<file path="config.mk">
export PLATFORM = sky130hd
export DESIGN_NAME = core_irq_select
export DESIGN_NICKNAME = d
export VERILOG_FILES = /design/src/rtl/core_irq_select.sv
export SDC_FILE = /design/constraint.sdc
export NUM_CORES = 1
export LEC_CHECK = 0
export BUFFER_PORTS_ARGS = -buffer_cell sky130_fd_sc_hd__buf_2
export CAP_MARGIN = 20
export CORE_MARGIN = 2
export CORE_UTILIZATION = 40
export CTS_BUF_LIST = sky130_fd_sc_hd__clkbuf_8
export CTS_CLUSTER_SIZE = 28
export DETAILED_ROUTE_END_ITERATION = 16
export GPL_ROUTABILITY_DRIVEN = 0
export HOLD_SLACK_MARGIN = 0.08
export PLACE_DENSITY = 0.66
export SETUP_SLACK_MARGIN = 0.1
export SYNTH_ARGS = -nofsm -noshare
export SYNTH_HDL_FRONTEND = slang
export SYNTH_SLANG_ARGS = --single-unit
</file>
<file path="constraint.sdc">
create_clock -name clk -period 3.9 [get_ports clk]
set_input_delay 0.39 -clock clk [delete_from_list [all_inputs] [get_ports clk]]
set_output_delay 0.39 -clock clk [all_outputs]
set_load 0.1 [all_outputs]
</file>
<file path="src/rtl/core_irq_select.sv">
module core_irq_select #(
  parameter int NPRIV    = 32,
  parameter int PW       = 8,
  parameter int IW       = 14,
  parameter int SPEC_LO  = 1020,
  parameter int MSG_BASE = 8192,
  parameter int NONE_ID  = 1023
) (
  input  logic          clk,
  input  logic          rst_n,
  input  logic [1:0]    grp_en,
  input  logic          pend_valid,
  input  logic [$clog2(NPRIV)-1:0] pend_id,
  input  logic          pend_set,
  input  logic          cfg_valid,
  input  logic [$clog2(NPRIV)-1:0] cfg_id,
  input  logic          cfg_enable,
  input  logic          cfg_group,
  input  logic [PW-1:0] cfg_prio,
  input  logic          act_valid,
  input  logic [IW-1:0] act_id,
  input  logic          deact_valid,
  input  logic [IW-1:0] deact_id,
  output logic          sh_req,
  input  logic          sh_done,
  input  logic          sh_valid,
  input  logic [IW-1:0] sh_id,
  input  logic [PW-1:0] sh_prio,
  input  logic          sh_group,
  output logic          fwd_act_valid,
  output logic [IW-1:0] fwd_act_id,
  output logic          fwd_deact_valid,
  output logic [IW-1:0] fwd_deact_id,
  output logic          msg_clr_valid,
  output logic [IW-1:0] msg_clr_id,
  output logic [IW-1:0] win_id,
  output logic [PW-1:0] win_prio,
  output logic          win_group,
  output logic          irq
);
  localparam int CW = $clog2(NPRIV);
  localparam logic [PW-1:0] IDLE = '1;
  localparam logic [IW-1:0] PRIV_END = IW'(NPRIV);
  localparam logic [IW-1:0] SPEC_START = IW'(SPEC_LO);
  localparam logic [IW-1:0] MSG_START = IW'(MSG_BASE);
  localparam logic [IW-1:0] NOID = IW'(NONE_ID);

  logic [NPRIV-1:0] pend_q, en_q, act_q, grp_q;
  logic [PW-1:0]    prio_q [NPRIV];
  logic [1:0]       grp_en_q;
  logic [CW-1:0]    cnt;
  logic             run, pdone, shseen;
  logic [PW-1:0]    best_prio;
  logic [CW-1:0]    best_id;
  logic             best_grp;
  logic             shv_q, shg_q;
  logic [IW-1:0]    shid_q;
  logic [PW-1:0]    shp_q;

  wire act_priv  = act_valid && act_id < PRIV_END;
  wire act_sh    = act_valid && act_id >= PRIV_END && act_id < SPEC_START;
  wire act_msg   = act_valid && act_id >= MSG_START;
  wire deact_priv = deact_valid && deact_id < PRIV_END;
  wire deact_sh  = deact_valid && deact_id >= PRIV_END && deact_id < SPEC_START;
  wire trig = pend_valid || cfg_valid || act_valid || deact_valid || (grp_en != grp_en_q);

  wire cand = pend_q[cnt] && en_q[cnt] && !act_q[cnt] && grp_en[grp_q[cnt]] &&
              (prio_q[cnt] < best_prio);

  wire sh_special = shid_q >= SPEC_START && shid_q < MSG_START;
  wire sh_ok = shv_q && grp_en[shg_q] && shid_q >= PRIV_END && !sh_special && shp_q != IDLE;
  wire [IW-1:0] best_id_w = {{(IW-CW){1'b0}}, best_id};
  wire sh_wins = sh_ok && (shp_q < best_prio || (shp_q == best_prio && shid_q < best_id_w));

  always_ff @(posedge clk or negedge rst_n) begin
    if (!rst_n) begin
      pend_q <= '0; en_q <= '0; act_q <= '0; grp_q <= '0;
      for (int i = 0; i < NPRIV; i++) prio_q[i] <= IDLE;
    end else begin
      if (pend_valid) pend_q[pend_id] <= pend_set;
      if (cfg_valid) begin
        en_q[cfg_id]   <= cfg_enable;
        grp_q[cfg_id]  <= cfg_group;
        prio_q[cfg_id] <= cfg_prio;
      end
      if (deact_priv) act_q[deact_id[CW-1:0]] <= 1'b0;
      if (act_priv)   act_q[act_id[CW-1:0]]   <= 1'b1;
    end
  end

  always_ff @(posedge clk or negedge rst_n) begin
    if (!rst_n) begin
      fwd_act_valid <= 1'b0; fwd_act_id <= '0;
      fwd_deact_valid <= 1'b0; fwd_deact_id <= '0;
      msg_clr_valid <= 1'b0; msg_clr_id <= '0;
    end else begin
      fwd_act_valid   <= act_sh;
      fwd_deact_valid <= deact_sh;
      msg_clr_valid   <= act_msg;
      if (act_sh)   fwd_act_id   <= act_id;
      if (deact_sh) fwd_deact_id <= deact_id;
      if (act_msg)  msg_clr_id   <= act_id;
    end
  end

  always_ff @(posedge clk or negedge rst_n) begin
    if (!rst_n) begin
      shv_q <= 1'b0; shid_q <= '0; shp_q <= IDLE; shg_q <= 1'b0;
    end else if (sh_done) begin
      shv_q <= sh_valid; shid_q <= sh_id; shp_q <= sh_prio; shg_q <= sh_group;
    end
  end

  always_ff @(posedge clk or negedge rst_n) begin
    if (!rst_n) begin
      grp_en_q <= '0;
      cnt <= '0; run <= 1'b0; pdone <= 1'b0; shseen <= 1'b0; sh_req <= 1'b0;
      best_prio <= IDLE; best_id <= '0; best_grp <= 1'b0;
      win_id <= NOID; win_prio <= IDLE; win_group <= 1'b0; irq <= 1'b0;
    end else begin
      grp_en_q <= grp_en;
      if (trig) begin
        cnt <= '0; run <= 1'b1; pdone <= 1'b0; shseen <= 1'b0; sh_req <= 1'b1;
        best_prio <= IDLE; best_id <= '0; best_grp <= 1'b0;
        if (act_valid) begin
          win_prio <= IDLE; win_id <= NOID; irq <= 1'b0;
        end
      end else begin
        sh_req <= 1'b0;
        if (pdone && shseen) begin
          pdone <= 1'b0; shseen <= 1'b0;
          if (sh_wins) begin
            win_id <= shid_q; win_prio <= shp_q; win_group <= shg_q; irq <= 1'b1;
          end else if (best_prio != IDLE) begin
            win_id <= best_id_w; win_prio <= best_prio; win_group <= best_grp; irq <= 1'b1;
          end else begin
            win_id <= NOID; win_prio <= IDLE; win_group <= 1'b0; irq <= 1'b0;
          end
        end
        if (run) begin
          if (cand) begin
            best_prio <= prio_q[cnt]; best_id <= cnt; best_grp <= grp_q[cnt];
          end
          if (cnt == CW'(NPRIV - 1)) begin
            run <= 1'b0; pdone <= 1'b1;
          end
          cnt <= cnt + 1'b1;
        end
        if (sh_done) shseen <= 1'b1;
      end
    end
  end

  p_act_drop_r5: assert property (@(posedge clk) disable iff (!rst_n)
    act_valid |=> (win_prio == IDLE && !irq && win_id == NOID));
  p_act_local_r6: assert property (@(posedge clk) disable iff (!rst_n)
    act_priv |=> act_q[$past(act_id[CW-1:0])]);
  p_deact_local_r7: assert property (@(posedge clk) disable iff (!rst_n)
    (deact_priv && !(act_valid && act_id == deact_id)) |=> !act_q[$past(deact_id[CW-1:0])]);
  p_fwd_range_r6: assert property (@(posedge clk) disable iff (!rst_n)
    fwd_act_valid |-> (fwd_act_id >= PRIV_END && fwd_act_id < SPEC_START));
  p_msg_range_r6: assert property (@(posedge clk) disable iff (!rst_n)
    msg_clr_valid |-> msg_clr_id >= MSG_START);
  p_dispatch_excl_r6: assert property (@(posedge clk) disable iff (!rst_n)
    $onehot0({fwd_act_valid, msg_clr_valid}));
  p_no_special_r4: assert property (@(posedge clk) disable iff (!rst_n)
    irq |-> !(win_id >= SPEC_START && win_id < MSG_START));
  p_irq_match_r9: assert property (@(posedge clk) disable iff (!rst_n)
    irq == (win_prio != IDLE));
  p_rescan_req_r8: assert property (@(posedge clk) disable iff (!rst_n)
    trig |=> sh_req);
endmodule

</file>
After elaboration in Yosys (flattened, before gate mapping)

Index checks and enable logic that the tools add are counted.
Widths: inputs -> output; s select.

Multiply operators: 0
Bitwise gates (word level): 6
Reduce and logical (&&, ||, !) cells: 38
Shift-type cells: 0
Magnitude comparators: 27
Div/mod/pow operators: 0
Multiplexer cells: 70
Eq/ne operators: 6
Add/sub/neg operators: 1

Operators with widths:

| kind                 | number |
|---|---|
| $bwmux 256           | 1 |
| $bwmux 32            | 3 |
| $mux 8               | 11 |
| $mux 32              | 2 |
| $mux 14              | 4 |
| $ge 14x6->1 const B  | 3 |
| $bmux 8 s5           | 1 |
| $demux 8 s5          | 1 |
| $mux 1               | 33 |
| $and 32x32->32       | 1 |
| $not 32->32          | 1 |
| $or 32x32->32        | 1 |
| $lt 5x6->1 const B   | 5 |
| $lt 14x10->1 const B | 2 |
| $lt 14x6->1 const B  | 2 |
| $mux 5               | 5 |
| $logic_and 1x1->1    | 24 |
| $bmux 1 s5           | 4 |
| $demux 1 s5          | 4 |
| $ge 5x1->1 const B   | 4 |
| $lt 8x8->1           | 2 |
| $ne 8x8->1 const B   | 2 |
| $ge 14x10->1 const B | 1 |
| $ge 14x14->1 const B | 1 |
| 18 further kinds     | 30 |

Word-level logic and storage cells: 207
Bits in read-only memories: 0
Register bits after elaboration: 502
Input bits: 82
Latch bits: 0
Memories kept: 0
Output and inout bits: 70
Bits in writable memories: 0

Depth between registers and ports, before layout

Gate-level depths: netlist of run 1.

Depth after elaboration: 10
Mapped depth: 17
Mapped depth without buffers: 12

Worst setup path before layout of run 1

Ideal clock, no wire load.

Path type: register to register
From: register cnt[1]
To: register best_prio[0]
Data arrival time: 3.796 ns
Stages on the path, launching flop included: 18
Slack: 0.029 ns
Library setup time: 0.075 ns
Buffers on the path: 5
Cell sequence: dfrtp_1 -> buf_2 -> buf_2 -> buf_2 -> clkbuf_1 -> mux4_2 -> mux4_2 -> nand2_1 -> nand2_1 -> ha_1 -> a21o_1 -> nand2_1 -> nand3_1 -> a31oi_1 -> o21ai_1 -> a211oi_4 -> buf_8 -> mux2i_1

Cells in the longest elaborated chain, start to end: 8
Elaborated cells between the ends (all ways): 25

Ends and longest elaborated chain:

| item                                                                    | line        | RTL |
|---|---|---|
| from (decl)                                                             | 51          | `logic [CW-1:0] cnt;` |
| from (signal assigned)                                                  | 147         | `cnt <= cnt + 1'b1;` |
| $not 5->6 (implied by the code) / $bmux 1 s5 (equally long branches)    | 68, 142, 67 |  |
| $bmux 8 s5 / $mux 1 (equally long branches)                             | 68, 142, 67 |  |
| $mux 8 (implied by the code), or another cell as far along (2 in a row) | 68, 142     |  |
| $lt 8x8->1 / $logic_and 1x1->1 (equally long branches)                  | 68, 67      |  |
| $logic_and 1x1->1                                                       | 67          | `wire cand = pend_q[cnt] && en_q[cnt] && !act_q[cnt] && grp_en[grp_q[cnt]] &&` |
| $reduce_bool 2->1 (no line)                                             | -           |  |
| $reduce_and 2->1 (no line)                                              | -           |  |
| to (signal assigned)                                                    | 142         | `best_prio <= prio_q[cnt]; best_id <= cnt; best_grp <= grp_q[cnt];` |
| to (decl)                                                               | 53          | `logic [PW-1:0] best_prio;` |

Several ways; a longest one is shown, not always the timed one. The select of a mux whose other input is x is not followed.
A chain may end at the register's enable or synchronous reset.

Worst setup path after layout of run 1

From: register cnt[1]
To: register best_id[0]

Cells in the longest elaborated chain, start to end: 8
Elaborated cells between the ends (all ways): 22

Ends and longest elaborated chain:

| item                                                                    | line   | RTL |
|---|---|---|
| $not 5->6 (implied by the code) / $bmux 1 s5 (equally long branches)    | 68, 67 |  |
| $bmux 8 s5 / $mux 1 (equally long branches)                             | 68, 67 |  |
| $mux 8 (implied by the code), or another cell as far along (2 in a row) | 68     | `(prio_q[cnt] < best_prio);` |
| $lt 8x8->1 / $logic_and 1x1->1 (equally long branches)                  | 68, 67 |  |
| $logic_and 1x1->1 *                                                     | 67     |  |
| $reduce_bool 2->1 (no line) *                                           | -      |  |
| $reduce_and 2->1 (no line) *                                            | -      |  |
| to (signal assigned)                                                    | 142    |  |
| to (decl)                                                               | 54     | `logic [CW-1:0] best_id;` |

Every way passes the cells marked *; elsewhere a longest branch is shown, timed or not. The select of a mux whose other input is x is not followed.

==> results by group, run 1 <==
Status
  • Status: completed

STA
  • Fmax: between 0.2 and 0.3 GHz
  • Fin. max-slew vios: 0
  • Final setup violating endpoints: 0
  • Final Hold Vio Count: 0
  • Setup TNS: 0 ns
  • Final setup margin: 0.2397 ns
  • Tcrit/Tclk final: 93.85%
  • Tightest Pin Transition: slightly above 1 ns
  • Relative slew slack: a little under a third
  • Fin crit period: 3.660 ns
  • Clock Skew: 0.03092 ns
  • Unrepaired setup endpoints after global routing: false

Clock network
  • Sink Count: around 500
  • Deepest clock path buffer count: 3
  • H-tree Lvls: 3
  • Clk Latency, worst-skew pair: 0.67 ns
  • Reg clk slew, reported paths: 0.06 ns
  • Root Buffer: clkbuf_8
  • CTS Buf Count: 84
  • CTS tree: yes

Layout
  • # nets final: 1,994
  • Layout area overhead: 17.35%
  • Register Area: ~0.013 mm²
  • Layout cells sized above 1: between 50% and 60%
  • Cell Count, Final, Fillers Out: ~2,700
  • # fillers: approximately 5,100
  • Multi-input gate area: a little under 0.01 mm²

Drt
  • Vias per std cell: ~5.5
  • Drt initial violations: ~750
  • Detail Route Antenna Nets: 0
  • WL/cell: ~22 µm
  • DRT Wirelength: approximately 59,000 µm
  • Vias after detailed routing: 14,950
  • Pre-antenna DRT Iters: 5
  • DRC: 0

Global route
  • Initial antenna violation count: 8
  • First-pass GRT wire length: 91,790 µm
  • Vias in the first global route: 15,810
  • Gr ovfl total: 0
  • All-layer global routing usage: 19.75%
  • Largest net degree at the start of global routing: about 110

Synthesis
  • YS warnings: 0
  • Mux cell area share after synthesis: ~29%
  • Xor and xnor area share after synthesis: less than 1%
  • Combinational family with the most area after synthesis: multiplexers
  • Post-Syn Nets: 1,762
  • Sequential area share after synthesis: 55.62%
  • Synth Area in Compound Gates: under 10%
  • Adder-Cell Fraction of Synth Area: under 10%
  • Count of cell types in the netlist: 62
  • Synth Register Bits: ~500
  • Number of flops mapped to enable cells by yosys: 0
  • Dominant synthesized flop cell: dfstp_2
  • Synth Area per Inst: roughly 14 µm²
  • Synth Cell Area: around 0.023 mm²
  • Post-synthesis simple-gate area fraction: under 10%
  • Post-synthesis async set-or-reset flop share: 100.0%
  • Mapped Cells: 1,659

Place
  • Pre-CTS setup slack: about 0.23 ns
  • Buffers on Ports: about 150
  • Placed insts: about 2,500
  • Post-DP HPWL: about 40,000 µm

Floorplan
  • Core ar.: between 0.05 and 0.06 mm²
  • Die span in y: 245.0 µm
  • Row count: between 80 and 90
  • Die X: between 200 and 250 µm
  • Top Ports: roughly 150
  • Area of the die: 0.06004 mm²
  • Initial core utilization: 40.36%

Worst setup path
  • Worst setup SP type: register
  • Worst Path Required: approximately 4.5 ns
  • Crit Path Class: register to register
  • Worst-path fanout max: 34
  • Worst R2R Setup Slack: 0.24 ns
  • Crit path capture type: register
  • Worst EP arrival: approximately 4.2 ns

Hold path
  • Min-Delay Path Class: input port to register

Pwr
  • VDD IR max: 0.0004583 V
  • Pwr dens: roughly 510 mW/mm²
  • Leak: 11.35 nW

Run
  • Max Cap Viol: 0
[worst paths after layout]
check,start,end,cells after the start
max,cnt[1]$_DFFE_PN0P_,best_id[0]$_DFFE_PN0P_,11
min,deact_id[12],fwd_deact_id[2]$_DFFE_PN0P_,4
max reg2reg,cnt[1]$_DFFE_PN0P_,best_id[0]$_DFFE_PN0P_,11
min reg2reg,msg_clr_id[13]$_DFFE_PN0P_,msg_clr_id[13]$_DFFE_PN0P_,1
max in group asynchronous,rst_n,prio_q[255]$_DFFE_PN1P_,3
min in group asynchronous,rst_n,cnt[4]$_DFFE_PN0P_,2
[synthesized netlist by cell type, drive strengths merged (2+ instances only)]
cell type / n / area (µm²)
nand2: 89 / 334.1
a211oi: 7 / 65.06
or4: 2 / 15.01
mux2: 411 / 4628
o21ai: 73 / 365.3
o21a: 2 / 15.01
a311oi: 5 / 43.79
nor3: 11 / 55.05
o211ai: 2 / 15.01
o22a: 2 / 17.52
nor4: 7 / 50.05
dfstp: 290 / 7620
dfrtp: 212 / 5305
nand4: 24 / 150.1
and3: 5 / 31.28
o311ai: 5 / 43.79
a221oi: 2 / 17.52
or3: 8 / 50.05
o221a: 10 / 112.6
buf: 27 / 166.4
or3b: 5 / 43.79
and4b: 8 / 80.08
mux2i: 18 / 180.2
a32o: 3 / 30.03
a21boi: 2 / 15.02
o22ai: 5 / 31.28
nand3b: 17 / 127.6
nor3b: 9 / 67.56
ha: 21 / 262.8
nand4b: 10 / 87.58
xnor2: 5 / 43.79
a31oi: 15 / 93.84
o31ai: 15 / 112.6
nor2b: 14 / 87.58
a21oi: 7 / 35.03
and3b: 2 / 17.52
mux4: 83 / 1881
nand2b: 7 / 43.79
or2: 3 / 18.77
o21bai: 2 / 15.01
a21o: 4 / 30.03
nor2: 93 / 349.1
inv: 24 / 90.09
nand3: 13 / 65.06
clkbuf: 73 / 274.0
[stage by stage]
| stage | hold WS (ns) | util (%) | cell area, µm² | total power, mW |
|---|---|---|---|---|
| 3_5_place_dp | 0.4727 | 43.34 | 24960 | 9.130 |
| 4_1_cts | 0.08058 | 47.20 | 27180 | 14.05 |
| 2_1_floorplan | 0.09441 | - | 23250 | 8.484 |
| 5_1_grt | 0.1019 | 47.35 | 27270 | 14.52 |
| 3_3_place_gp | 0.4478 | 43.33 | 24950 | 9.029 |
| 6_report | 0.1215 | 47.36 | 27270 | 13.92 |
[final cells by class]
| cell class | instances | share of cell area (%) |
|---|---|---|
| clock inverters | 49 | 1.230 |
| clock buffers | 102 | 5.148 |
| repair buffers | 246 | 6.410 |
| inverters | 25 | 0.3441 |
| flip-flops and latches | 502 | 47.42 |
| well taps | 765 | 3.510 |
| multi-input cells | 1032 | 35.93 |
| diodes | 1 | 0.009176 |
[worst max-delay path: stages, from the launching register on]
cell and delay (ns):
dfrtp_4 0.75, buf_4 0.31, mux4_2 0.33, mux4_2 0.52, nand2_1 0.10, nand2_1 0.13, ha_1 0.32, a211oi_1 0.22
a311oi_1 0.18, a211oi_4 0.21, buf_6 0.23, mux2i_1 0.23
[registers in the layout (all words and copies together), names as in the netlist, 2 cells and up]
name / count
en_q: 32
fwd_deact_id: 14
best_id: 5
fwd_act_id: 14
grp_q: 32
grp_en_q: 2
act_q: 32
cnt: 5
msg_clr_id: 14
prio_q: 256
shp_q: 8
shid_q: 14
win_prio: 8
win_id: 14
pend_q: 32
best_prio: 8
[cells in the final DEF, fill, tap and decap left out, drive strengths merged, types with 48 or more instances in the layout]
cell type and count:
clkbuf 104, inv 50, o21ai 73, mux2 411
mux4 83, buf 196, nor2 93, nand2 89
dfstp 290, dfrtp 212, dlygate4sd3 48
[cell families after synthesis]
kind of cell / Yosys count
AO/OA/AOI/OAI: 166
adder cells (fa/ha/maj): 21
XOR/XNOR: 5
flip-flops: 502
multiplexers: 512
buffers and inverters: 125
AND/OR/NAND/NOR: 328
[layer usage]
metal | up-vias | global-route usage (%) | routed length (µm)
li1 | 6637 | - | -
met1 | 7741 | 25.95 | 25780
met2 | 429 | 32.64 | 28660
met3 | 129 | 4.308 | 3090
met4 | 12 | 6.115 | 1441
met5 | - | 0 | 71
[repair_timing]
item	4_1_cts	5_1_grt
hold buffers	48	0
setup endpoints to repair	0	14
resized for setup	0	3
endpoints found under the hold margin	111	0
buffers inserted	0	1
[power breakdown]
part / switching (mW) / total [mW] / internal (mW) / leakage, nW
clock network: 2.18 / 4.82 / 2.64 / 0.976
registers: 0.438 / 6.84 / 6.40 / 5.75
logic: 1.21 / 2.25 / 1.04 / 4.62
Note: power is estimated with default switching activity, not from simulation.
==> run 2, diff against run 1 <==
SETUP_SLACK_MARGIN = 0.3   (was 0.1)
==> results by group, run 2 (synthesized netlist as in run 1, its figures left out) <==
Status
  • Status: completed

Drt
  • DRC: 0 (unchanged)
  • Pre-antenna DRT Iters: 5 (unchanged)
  • DRT Wirelength: 61,220 µm (+3.7%)
  • Detail Route Antenna Nets: 0 (unchanged)
  • Drt initial violations: 1,097 (+47%)
  • WL/cell: 22.37 µm (+3.1%)
  • Vias per std cell: 5.548 (+1.0%)
  • Vias after detailed routing: 15,190 (+1.6%)

Worst setup path
  • R2r startpoint: cnt[0]$_DFFE_PN0P_
  • Setup crit start: cnt[0]$_DFFE_PN0P_
  • Crit path capture type: register
  • Worst setup SP type: register
  • Worst Path Required: 4.51 ns (+0.06 ns)
  • Worst EP arrival: 4.17 ns (-0.05 ns)
  • Crit Path Class: register to register
  • Worst-path fanout max: 19 (-44%)

Pwr
  • VDD IR max: 0.0003085 V (-33%)
  • Share of total power in the clock network: 34.2% (-0.5 points)
  • Sequential cell fraction of total power: 49.4% (+0.2 points)
  • Int Pwr: 10.03 mW (-0.44%)
  • Switch share: 27.85% (+0.27 points)
  • Pwr dens: 507.8 mW/mm² (-0.49%)
  • Comb pwr share: 16.4% (+0.2 points)
  • Leak: 11.46 nW (+0.98%)
  • Pwr Total: 13.91 mW (about the same)
  • P_sw: 3.873 mW (+0.93%)

STA
  • Final setup violating endpoints: 0 (unchanged)
  • Tightest Pin Transition: 1.130 ns (+0.1088 ns)
  • Tcrit/Tclk final: 91.17% (-2.7 points)
  • Fmax: 0.2812 GHz (+2.9%)
  • Unrepaired setup endpoints after global routing: true
  • Fin. max-slew vios: 0 (unchanged)
  • Clock Skew: 0.03425 ns (+0.003329 ns)
  • Fin crit period: 3.556 ns (-0.1047 ns)
  • Relative slew slack: 24.70% (-7.2 points)
  • Setup TNS: 0 ns (unchanged)
  • Final Hold Vio Count: 0 (unchanged)

Global route
  • All-layer global routing usage: 20.64% (+0.90 points)
  • Gr ovfl total: 0 (unchanged)
  • Largest net degree at the start of global routing: 127 (+11%)
  • Initial antenna violation count: 4 (-4)
  • Vias in the first global route: 16,080 (+1.7%)
  • First-pass GRT wire length: 95,340 µm (+3.9%)

Layout
  • Layout area overhead: 17.86%
  • # fillers: 4,994 (-1.4%)
  • # nets final: 2,007 (+0.65%)
  • Layout cells sized above 1: 57.48% (-0.49 points)
  • Largest Register: prio_q
  • Most common cell after layout, fill and taps aside: mux2_2
  • Largest register FFs: 256 (unchanged)
  • Most frequent cells in the layout: mux2_2, dfstp_2, dfrtp_1

Clock network
  • Clk Latency, worst-skew pair: 0.70 ns (+0.03 ns)
  • Reg clk slew, reported paths: 0.06 ns (about the same)
  • CTS Buf Count: 87 (+3.6%)
  • H-tree Lvls: 3 (unchanged)
  • Root Buffer: clkbuf_8
  • CTS tree: yes
  • Sink Count: 502 (unchanged)
  • Deepest clock path buffer count: 3 (unchanged)

Floorplan
  • Die span in y: 245.0 µm (unchanged)
  • Die X: 245.0 µm (unchanged)
  • Initial core utilization: 40.36% (unchanged)
  • Area of the die: 0.06004 mm² (unchanged)
  • Core ar.: 0.05759 mm² (unchanged)
  • Row count: 88 (unchanged)
  • Top Ports: 152 (unchanged)

Hold path
  • Hold path start: act_id[13]
  • Min-Delay Path Class: input port to register

Place
  • Buffers on Ports: 151 (unchanged)
  • Post-DP HPWL: 40,560 µm (+4.0%)

Run
  • Max Cap Viol: 0 (unchanged)
[run 2: changes by cell type in the layout (fill, tap and decap cells not counted), moves of 2 or more]
| cell | change |
|---|---|
| inv_1 | +9 |
| clkbuf_8 | +7 |
| clkinv_2 | -6 |
| buf_4 | +5 |
| clkinvlp_4 | -5 |
| nor2_1 | +4 |
| nor2_2 | -4 |
| buf_12 | +3 |
| bufinv_16 | -3 |
| dlygate4sd3_1 | +3 |
| buf_16 | +2 |
| clkbuf_16 | -2 |
| inv_6 | +2 |
[run 2: worst paths after layout]
path                                              end  slack (ns)  depth (start not counted)
max in group asynchronous     prio_q[205]$_DFFE_PN1P_        2.31                          3
max reg2reg                  best_prio[7]$_DFFE_PN1P_        0.34                         14
min reg2reg                msg_clr_id[13]$_DFFE_PN0P_        0.48                          1
min                         fwd_act_id[2]$_DFFE_PN0P_        0.18                          4
max                          best_prio[7]$_DFFE_PN1P_        0.34                         14
min in group asynchronous       grp_q[17]$_DFFE_PN0P_        0.34                          2
[run 2: power by group through the flow]
stage | Combinational, mW | Clock (mW) | Sequential (mW)
2_1_floorplan | 1.23 | 0 | 7.26
3_3_place_gp | 2.16 | 0 | 6.91
3_5_place_dp | 2.24 | 0 | 6.94
4_1_cts | 2.29 | 4.88 | 6.87
5_1_grt | 2.43 | 5.14 | 6.97
6_report | 2.27 | 4.76 | 6.87
[run 2: repair_timing]
action / in CTS / in global routing
buffers inserted: 1 / 2
hold buffers: 51 / 0
setup endpoints to repair: 6 / 14
endpoints found under the hold margin: 135 / 0
gates cloned: 2 / 0
gates resized for setup: 3 / 1
[run 2: cell type report]
type	instances	area, µm²	area share [%]
diodes	1	2.502	0.009137
clock buffers	109	1500	5.477
clock inverters	47	240.2	0.8771
inverters	25	93.84	0.3426
multi-input cells	1032	9787	35.73
flip-flops and latches	502	12930	47.22
well taps	765	957.2	3.495
repair buffers	256	1876	6.848
[run 2: metal layers]
layer  vias up  part of all wire (%)  track usage (%)
met4         2                   2.8            7.586
met5         -                 0.021                0
met1      7963                    43            27.61
met3       111                   5.5            3.925
met2       450                    48            33.45
li1       6660                     -                -
[run 2: critical path, stage by stage (launching register included)]
cell and delay, ns:
dfrtp_4 0.51, buf_16 0.22, mux4_2 0.53, mux4_2 0.53, nand2_1 0.11, nand2_1 0.13
ha_1 0.23, a21o_1 0.19, nand2_1 0.07, nand3_1 0.08, a31oi_1 0.15, o21ai_1 0.12
a211oi_4 0.22, buf_12 0.20, mux2i_1 0.22
[run 2: per-stage QoR]
| step | hold slack, ns | util (%) | cells | worst slack (ns) | cell area, µm² |
|---|---|---|---|---|---|
| detailed placement | 0.4656 | 43.43 | 2523 | 0.2877 | 25010 |
| global placement | 0.4509 | 43.43 | 2523 | 0.4022 | 25010 |
| global route | 0.1630 | 47.56 | 2737 | 0.1926 | 27390 |
| floorplan | 0.09441 | - | 1659 | 0.3180 | 23310 |
| CTS | 0.1100 | 47.50 | 2733 | 0.3014 | 27360 |
| finish | 0.1813 | 47.56 | 2737 | 0.3444 | 27390 |
==> run 3, diff against run 2 <==
CTS_BUF_LIST = sky130_fd_sc_hd__clkbuf_16   (was sky130_fd_sc_hd__clkbuf_8)
REMOVE_ABC_BUFFERS = 1   (was unset)
==> results by group, run 3 (synthesized netlist as in run 1, its figures left out) <==
STA
  • Tightest Pin Transition: 0.8824 ns (-0.2471 ns)
  • Relative slew slack: 41.03% (+16 points)
  • Fmax: 0.2739 GHz (-2.6%)
  • Unrepaired setup endpoints after global routing: true
  • Final setup violating endpoints: 0 (unchanged)
  • Final Hold Vio Count: 0 (unchanged)
  • Setup TNS: 0 ns (unchanged)
  • Final setup margin: 0.2492 ns (-0.09522 ns)
  • Clock Skew: 0.02714 ns (-0.007110 ns)
  • Fin crit period: 3.651 ns (+0.09522 ns)
  • Fin. max-slew vios: 0 (unchanged)
  • Tcrit/Tclk final: 93.61% (+2.4 points)

Worst setup path
  • Crit Path Class: register to register
  • Worst reg2reg path endpoint: best_prio[1]$_DFFE_PN1P_
  • Crit path capture type: register
  • R2r startpoint: cnt[0]$_DFFE_PN0P_
  • Worst EP arrival: 4.17 ns (about the same)
  • Worst Path Required: 4.42 ns (-0.09 ns)
  • Worst-path fanout max: 7 (-12)
  • Worst setup SP type: register
  • Worst R2R Setup Slack: 0.25 ns (-0.10 ns)
  • R2R cell count: 15 (+1)

Clock network
  • Root Buffer: clkbuf_16
  • Deepest clock path buffer count: 3 (unchanged)
  • Reg clk slew, reported paths: 0.06 ns (about the same)
  • Sink Count: 502 (unchanged)
  • CTS Buf Count: 54 (-38%)
  • CTS tree: yes
  • H-tree Lvls: 2 (-1)
  • Clk Latency, worst-skew pair: 0.61 ns (-0.09 ns)

Floorplan
  • Row count: 88 (unchanged)
  • Die span in y: 245.0 µm (unchanged)
  • Core ar.: 0.05759 mm² (unchanged)
  • Area of the die: 0.06004 mm² (unchanged)
  • Top Ports: 152 (unchanged)
  • Initial core utilization: 40.36% (unchanged)
  • Die X: 245.0 µm (unchanged)

Layout
  • Layout cells sized above 1: 58.63% (+1.1 points)
  • # fillers: 5,017 (+0.46%)
  • Largest Register: prio_q
  • # nets final: 1,988 (-0.95%)
  • Core Util, Final: 48.01% (+0.45 points)
  • Largest register FFs: 256 (unchanged)
  • Most common cell after layout, fill and taps aside: mux2_2
  • Most frequent cells in the layout: mux2_2, dfstp_2, dfrtp_1
  • Layout area overhead: 18.96%

Hold path
  • Hold path start: deact_id[0]
  • Min-Delay Path Class: input port to register
  • Hold Path End: fwd_deact_id[0]$_DFFE_PN0P_
  • Cells on Worst Hold Path: 2 (-2)

Drt
  • Detail Route Antenna Nets: 0 (unchanged)
  • Vias per std cell: 5.557 (+0.15%)
  • WL/cell: 22.32 µm (-0.21%)
  • DRC: 0 (unchanged)
  • DRT Wirelength: 60,160 µm (-1.7%)
  • Drt initial violations: 928 (-15%)
  • Pre-antenna DRT Iters: 7 (+2)
  • Vias after detailed routing: 14,980 (-1.4%)

Global route
  • Largest net degree at the start of global routing: 110 (-13%)
  • First-pass GRT wire length: 93,680 µm (-1.7%)
  • All-layer global routing usage: 20.05% (-0.59 points)
  • Initial antenna violation count: 7 (+3)
  • Gr ovfl total: 0 (unchanged)
  • Vias in the first global route: 15,760 (-2.0%)

Status
  • Status: completed

Place
  • Buffers on Ports: 151 (unchanged)
  • Post-DP HPWL: 39,530 µm (-2.5%)
  • Pre-CTS setup slack: 0.2125 ns (-0.07522 ns)

Pwr
  • Pwr dens: 516.9 mW/mm² (+1.8%)
  • Leak: 11.47 nW (about the same)
  • VDD IR max: 0.0004026 V (+31%)

Run
  • Max Cap Viol: 0 (unchanged)
-- run 3: changes by cell type in the layout (fill, tap and decap cells not counted), moves of 15 or more --
cell	delta
clkbuf_8	-109
clkbuf_16	+58
inv_1	-20
buf_4	+15
-- run 3: worst max-delay path, cell delays in order, from the launching register on --
cell       delay, ns
dfrtp_4         0.56
clkbuf_16       0.20
buf_6           0.09
mux4_2          0.50
mux4_2          0.51
nand2_2         0.08
nand2_2         0.09
ha_4            0.26
a21o_1          0.18
nand2_1         0.07
nand3_2         0.07
a31oi_2         0.16
o21ai_2         0.09
a211oi_4        0.29
clkbuf_16       0.23
mux2i_1         0.19
-- run 3: how the worst max path moves through the flow --
stage	from	end	slack, ns	cells after the start
after floorplan	cnt[0]$_DFFE_PN0P_	best_id[0]$_DFFE_PN0P_	-2.52	12
after global placement	cnt[0]$_DFFE_PN0P_	best_prio[5]$_DFFE_PN1P_	0.33	14
after detailed placement	cnt[0]$_DFFE_PN0P_	best_prio[6]$_DFFE_PN1P_	0.21	14
after CTS	cnt[0]$_DFFE_PN0P_	best_prio[6]$_DFFE_PN1P_	0.30	14
after global routing	cnt[0]$_DFFE_PN0P_	best_id[0]$_DFFE_PN0P_	0.18	15
final	cnt[0]$_DFFE_PN0P_	best_prio[1]$_DFFE_PN1P_	0.25	15
-- run 3: power breakdown --
group          total, mW  switching (mW)  internal (mW)
sequential          6.86           0.457           6.40
combinational       2.29            1.23           1.06
clock               5.14            2.13           3.01
-- run 3: layer usage --
| metal | vias up | GRT usage [%] | part of all wire [%] |
|---|---|---|---|
| met3 | 89 | 4.406 | 6.3 |
| met4 | 12 | 5.577 | 1.9 |
| li1 | 6584 | - | - |
| met5 | - | 0 | 0.093 |
| met1 | 7848 | 27.13 | 44 |
| met2 | 442 | 32.51 | 48 |
-- run 3: repair_timing --
item | CTS | global route
cloned | 1 | 3
setup buffers | 1 | 18
endpoints found under the setup margin | 14 | 14
hold buffers | 42 | 0
resized for setup | 3 | 34
endpoints found under the hold margin | 91 | 0
pin swaps | 0 | 15
-- run 3: layout make-up --
type / count / area, µm² / share of cell area [%]
flip-flops and latches: 502 / 12930 / 46.78
well taps: 765 / 957.2 / 3.462
multi-input cells: 1032 / 9886 / 35.76
repair buffers: 270 / 2008 / 7.264
clock buffers: 55 / 1376 / 4.978
clock inverters: 45 / 389.1 / 1.408
diodes: 1 / 2.502 / 0.009052
inverters: 25 / 93.84 / 0.3394
-- run 3: through the flow --
stage	instance area [µm²]	total power, mW	hold slack, ns	std cells
final	27650	14.29	0.1577	2695
after global placement	25020	9.052	0.4485	2527
after global routing	27640	14.87	0.1543	2694
after floorplan	22800	8.429	0.09441	1559
after CTS	27280	14.40	0.1210	2673
after detailed placement	25040	9.159	0.4467	2529
